`src/rtl/uart_stat_reg.sv`:
```
module uart_stat_reg (
  input  logic        clk,
  input  logic        rst_n,
  input  logic        dma_mode,
  input  logic        rx_len_done,
  input  logic        rx_not_empty,
  input  logic        rx_half_full,
  input  logic        tx_fifo_empty,
  input  logic        tx_not_full,
  input  logic        tx_half_empty,
  input  logic        tx_shift_idle,
  input  logic        tx_bytes_zero,
  input  logic        brk_det,
  input  logic        cts_pin,
  input  logic [4:0]  err_pulse,
  input  logic        wr_en,
  input  logic [31:0] wr_data,
  output logic [31:0] rd_data
);

  logic [5:0] live_q;
  logic       brk_q;
  logic       cts_s1, cts_s2, cts_s3;
  logic       tog_q;
  logic       err_q;
  logic [3:0] code_q;
  logic [3:0] code_nx;

  wire clr_err = wr_en & wr_data[9];
  wire clr_tog = wr_en & wr_data[7];
  wire cts_chg = cts_s2 ^ cts_s3;

  always_comb begin
    if      (err_pulse[0]) code_nx = 4'd0;
    else if (err_pulse[1]) code_nx = 4'd1;
    else if (err_pulse[2]) code_nx = 4'd12;
    else if (err_pulse[3]) code_nx = 4'd13;
    else                   code_nx = 4'd14;
  end

  always_ff @(posedge clk or negedge rst_n) begin
    if (!rst_n) begin
      live_q <= 6'b110000;
      brk_q  <= 1'b0;
    end else begin
      live_q[0] <= dma_mode & rx_len_done;
      live_q[1] <= ~dma_mode & rx_not_empty;
      live_q[2] <= rx_half_full;
      live_q[3] <= tx_shift_idle & (dma_mode ? tx_bytes_zero : tx_fifo_empty);
      live_q[4] <= tx_not_full;
      live_q[5] <= tx_half_empty;
      brk_q     <= brk_det;
    end
  end

  always_ff @(posedge clk or negedge rst_n) begin
    if (!rst_n) begin
      cts_s1 <= 1'b1;
      cts_s2 <= 1'b1;
      cts_s3 <= 1'b1;
      tog_q  <= 1'b0;
    end else begin
      cts_s1 <= cts_pin;
      cts_s2 <= cts_s1;
      cts_s3 <= cts_s2;
      if (cts_chg)      tog_q <= 1'b1;
      else if (clr_tog) tog_q <= 1'b0;
    end
  end

  always_ff @(posedge clk or negedge rst_n) begin
    if (!rst_n) begin
      err_q  <= 1'b0;
      code_q <= 4'hF;
    end else if (err_q && !clr_err) begin
      err_q  <= 1'b1;
    end else if (|err_pulse) begin
      err_q  <= 1'b1;
      code_q <= code_nx;
    end else if (clr_err) begin
      err_q  <= 1'b0;
      code_q <= 4'hF;
    end
  end

  assign rd_data = {4'h0, code_q, 14'h0, err_q, brk_q, tog_q, ~cts_s2, live_q};

  AST_CODE_HELD: assert property (@(posedge clk) disable iff (!rst_n)
    (err_q && !clr_err) |=> (err_q && $stable(code_q)));
  AST_ERR_SETS: assert property (@(posedge clk) disable iff (!rst_n)
    (|err_pulse) |=> rd_data[9]);
  AST_IDLE_CODE: assert property (@(posedge clk) disable iff (!rst_n)
    !rd_data[9] |-> (rd_data[27:24] == 4'hF));
  AST_TOG_SETS: assert property (@(posedge clk) disable iff (!rst_n)
    cts_chg |=> rd_data[7]);
  AST_TXDONE_DMA: assert property (@(posedge clk) disable iff (!rst_n)
    (dma_mode && !tx_bytes_zero) |=> !rd_data[3]);
  AST_RXDATA_GATED: assert property (@(posedge clk) disable iff (!rst_n)
    dma_mode |=> !rd_data[1]);
  AST_UNUSED_ZERO: assert property (@(posedge clk) disable iff (!rst_n)
    (rd_data[31:28] == 4'h0) && (rd_data[23:10] == 14'h0));

endmodule

```
`config.mk`:
```
export PLATFORM = sky130hd
export DESIGN_NAME = uart_stat_reg
export DESIGN_NICKNAME = d
export VERILOG_FILES = /design/src/rtl/uart_stat_reg.sv
export SDC_FILE = /design/constraint.sdc
export NUM_CORES = 1
export LEC_CHECK = 0
export BUFFER_PORTS_ARGS = -buffer_cell sky130_fd_sc_hd__buf_2
export CAP_MARGIN = 10
export CORE_ASPECT_RATIO = 0.6
export CORE_UTILIZATION = 30
export DETAILED_ROUTE_END_ITERATION = 8
export GPL_TIMING_DRIVEN = 0
export PLACE_DENSITY = 0.83
export SKIP_LAST_GASP = 1
export SYNTH_ARGS = -nofsm -noshare
export SYNTH_HDL_FRONTEND = slang
export SYNTH_SLANG_ARGS = --single-unit
export TNS_END_PERCENT = 20
```
`constraint.sdc`:
```
create_clock -name clk -period 1.36 [get_ports clk]
set_input_delay 0.204 -clock clk [delete_from_list [all_inputs] [get_ports clk]]
set_output_delay 0.204 -clock clk [all_outputs]
set_load 0.01 [all_outputs]
```
# Yosys cells after proc, flatten, opt, wreduce, memory -nomap -nowiden
# Index checks and enable logic that the tools add are counted.
# word_totals
wordCells	36
regBits	16
out_inout_bits	32
# op_classes
n_mux	12
n_bitwise	9
reduce_logical	7
# op_table
cell	n
2-to-1 mux 4 bit	4
2-to-1 mux 1 bit	6
bitwise AND 1 bit	5
OR reduction 5 bit	1
2-to-1 mux 2 bit	2
nonzero test 2 bit	2
NOT 1 bit	3
nonzero test 3 bit	1
AND reduction 2 bit	1
logical AND 1 bit	1
zero test 1 bit	1
bitwise XOR 1 bit	1

# Depth between registers and ports, before layout
# depth
word_depth	5
mapped_depth	3
ltp_nobuf	3

# Worst setup path after synthesis
# Ideal clock, no wire load.
# synth_timing
path_kind	register to register
start	register err_q
end	register code_q[2]
synth_period_minus_slack_ns	0.918
stages_incl_launch_ff	4
path_buffers	0
arrival_time_ns	0.859
setup_ns	0.059
setup_slack_ns	0.442
required_ns	1.301
cell_sequence	dfrtp_1 a21boi_2 a21oi_1 o21ba_2
# synth_via
elab_chain_cells	3
# synth_lines
item	line_no	rtl
from (decl)	25	logic err_q;
from (signal assigned)	73	err_q <= 1'b0;
from (signal assigned)	76	err_q <= 1'b1;
from (signal assigned)	78	err_q <= 1'b1;
logical AND 1 bit	75	end else if (err_q && !clr_err) begin
NOT 1 bit (no source line)	n/a	
AND reduction 2 bit (no source line)	n/a	
to (signal assigned)	79	code_q <= code_nx;
to (decl)	26	logic [3:0] code_q;
# No other way between the ends.
# A chain may end at the register's enable or synchronous reset.

==> impl_metrics.env <==
export IMPL_outcome="finished clean"
export IMPL_power_share_switching_pct=23.32
export IMPL_synth_commonest_cells="buf_4, dfstp_2, dfrtp_1, a21oi_1, nand2_1"
export IMPL_clock_power_share_pct=32.8
export IMPL_post_cts_resized=0
export IMPL_dpl_hpwl_mm=1.155
export IMPL_core_um2=2212
export IMPL_die_x_um=65.17
export IMPL_synth_area_top_cells="dfstp_2, dfrtp_1, buf_4"
export IMPL_placed_area_um2=989.7
export IMPL_ir_drop_v=0.0005341
export IMPL_drt_initial_drc_count=3
export IMPL_yosysTopAreaCell="dfstp_2"
export IMPL_hold_class="input pin to flip-flop"
export IMPL_wirelength_mm=1.386
export IMPL_p_sw_uw=242.9
export IMPL_dieArea_um2=2600
export IMPL_stdcell_count=151
export IMPL_post_place_ws_ps=298.0
export IMPL_cts_htree_levels=1
export IMPL_drive_gt1_share_pct=57.85
export IMPL_power_share_sequential_pct=48.2
export IMPL_start_util_pct=32.47
export IMPL_cts_setup_buffers=0
export IMPL_grt_pass1_vias=518
export IMPL_cts_path_max_buffers=2
export IMPL_worst_setup_path_type="flip-flop to output port"
export IMPL_maxCapViolations=0
export IMPL_drc=0
export IMPL_portBuffers=34
export IMPL_path_clk_slew_ps=50
export IMPL_gp_congestion=0.5535
export IMPL_yosysSeqAreaShare_pct=53.66
export IMPL_finalHoldViolCount=0
export IMPL_grt_first_pass_wirelength_mm=2.111
export IMPL_area_delta_synth_final_pct=45.47
export IMPL_postSynthAreaPerCell_um2=11.05
export IMPL_finalCritPeriodShare_pct=89.11
export IMPL_setup_worst_path_end_class="output port"
export IMPL_synth_cells=65
export IMPL_synth_cell_types=20
export IMPL_clockRootBuffer="clkbuf_8"
export IMPL_cp_max_fo=4
export IMPL_synth_cell_area_um2=718.2
export IMPL_nNetsFinal=173
export IMPL_cts_sinks=15
export IMPL_rsz0062_at_grt="no"
export IMPL_fin_tns_setup_ps=0
export IMPL_comb_power_share_pct=19.0
export IMPL_wire_per_inst_um=9.179
export IMPL_overflow=0
export IMPL_required_ps=1160
export IMPL_vias=548
export IMPL_detail_route_antenna_nets=0
export IMPL_n_antenna_cell=0
export IMPL_grt_max_degree=16
export IMPL_final_core_util_pct=47.23
export IMPL_clk_latency_ps=240
export IMPL_tritoncts="done"
export IMPL_ys_seq_elements=15
export IMPL_grt_total_usage_pct=11.86
export IMPL_die_h_um=39.90
export IMPL_report_final_slew_viol_count=0
export IMPL_yosysTopAreaCellShare_pct=29.27
export IMPL_ys_warn_count=0
export IMPL_synth_top_flop_cell="dfstp_2"
export IMPL_reg2reg_setup_slack_ps=330
export IMPL_grt_antenna_before_repair=0
export IMPL_period_needed_ps=1212
export IMPL_cts_made_buffers=3
export IMPL_start_kind="flip-flop"
export IMPL_hold_buffers=1
export IMPL_finish_instance_area_um2=1045
export IMPL_powerDensity_nw_per_um2=997.1
export IMPL_fin_skew_ps=1.981
export IMPL_p_int_uw=798.8
export IMPL_num_rows=13
export IMPL_fmax_ghz=0.8252
export IMPL_synth_async_reset_ratio_pct=100.0
export IMPL_leakagePower_uw=0.0005760
export IMPL_dp_cells=146
export IMPL_critical_path_arrival_ps=1010
export IMPL_setup_viol=0
export IMPL_synth_edf_count=0
export IMPL_routed_via_density=3.629
export IMPL_fin_ws_ps=148.1
export IMPL_synth_most_common_cell="buf_4"
export IMPL_drt_first_pass_iters=3
export IMPL_io_pins=83
## worst paths after layout
path,end,startpoint,cells after the start
max,rd_data[27],code_q[2]$_DFFE_PN1P_,2
max reg2reg,code_q[2]$_DFFE_PN1P_,err_q$_DFFE_PN0P_,3
min,live_q[2]$_DFF_PN0_,rx_half_full,1
min reg2reg,cts_s2$_DFF_PN1_,cts_s1$_DFF_PN1_,0
max in group asynchronous,code_q[0]$_DFFE_PN1P_,rst_n,2
min in group asynchronous,live_q[0]$_DFF_PN0_,rst_n,2
## per-stage QoR
| step | power, uW | hold WS, ps |
|---|---|---|
| after floorplan | 626.0 | -91.59 |
| after global placement | 696.2 | 114.9 |
| after detailed placement | 703.8 | 122.7 |
| after CTS | 1066 | 53.87 |
| after global routing | 1113 | 45.71 |
| final | 1042 | 64.26 |
## state kept, by name, indices dropped and copies added (netlist names)
signal and flops:
live_q 6, cts_s1 1, cts_s2 1, code_q 3
err_q 1, cts_s3 1, brk_q 1, tog_q 1
## worst max-delay path, stage by stage, from the launching register on
cell	delay, ps
dfstp_2	550
buf_4	100
buf_2	110
## routing by layer
metal  wire length, um  share of wire (%)  vias up  track usage (%)
met3               169                 12        2            6.686
met5                 0                  0        -                0
met4                17                1.2        0            5.978
li1                  -                  -      280                -
met2               711                 51       31            22.94
met1               488                 35      235            10.33
## kinds of logic after synthesis
| kind of cell | share of synthesized area [%] |
|---|---|
| muxes | 1.394 |
| other | 0.5221 |
| DFF | 53.66 |
| buffers and inverters | 24.04 |
| and+or+nand+nor | 11.32 |
| xor gates and xnor gates | 1.220 |
| AOI/OAI and AO/OA | 7.839 |
## cell usage in the layout (no fill, tap or decap), types with 2 or more instances in the layout
cell,count
nor2_1,3
nor2b_1,3
dfstp_2,8
buf_4,22
dfrtp_1,7
buf_2,34
a21oi_1,4
nand2_1,4
clkbuf_8,3
conb_1,18
inv_1,2
## cell type report
type                            count  area (um2)
Fill cell                         224        1167
Sequential cell                    15       385.4
Multi-Input combinational cell     43       224.0
Timing Repair Buffer               35       180.2
Buffer                             22       165.2
Clock buffer                        4       45.04
Tap cell                           30       37.54
Inverter                            2       7.507
## power by group through the flow
stage | combinational, uW | clock (uW) | sequential (uW)
after floorplan | 108 | 0 | 518
after detailed placement | 195 | 0 | 509
after CTS | 197 | 367 | 502
final | 198 | 342 | 502
after global routing | 222 | 385 | 506
after global placement | 189 | 0 | 507
No activity file was read; power rests on OpenSTA's default activity.
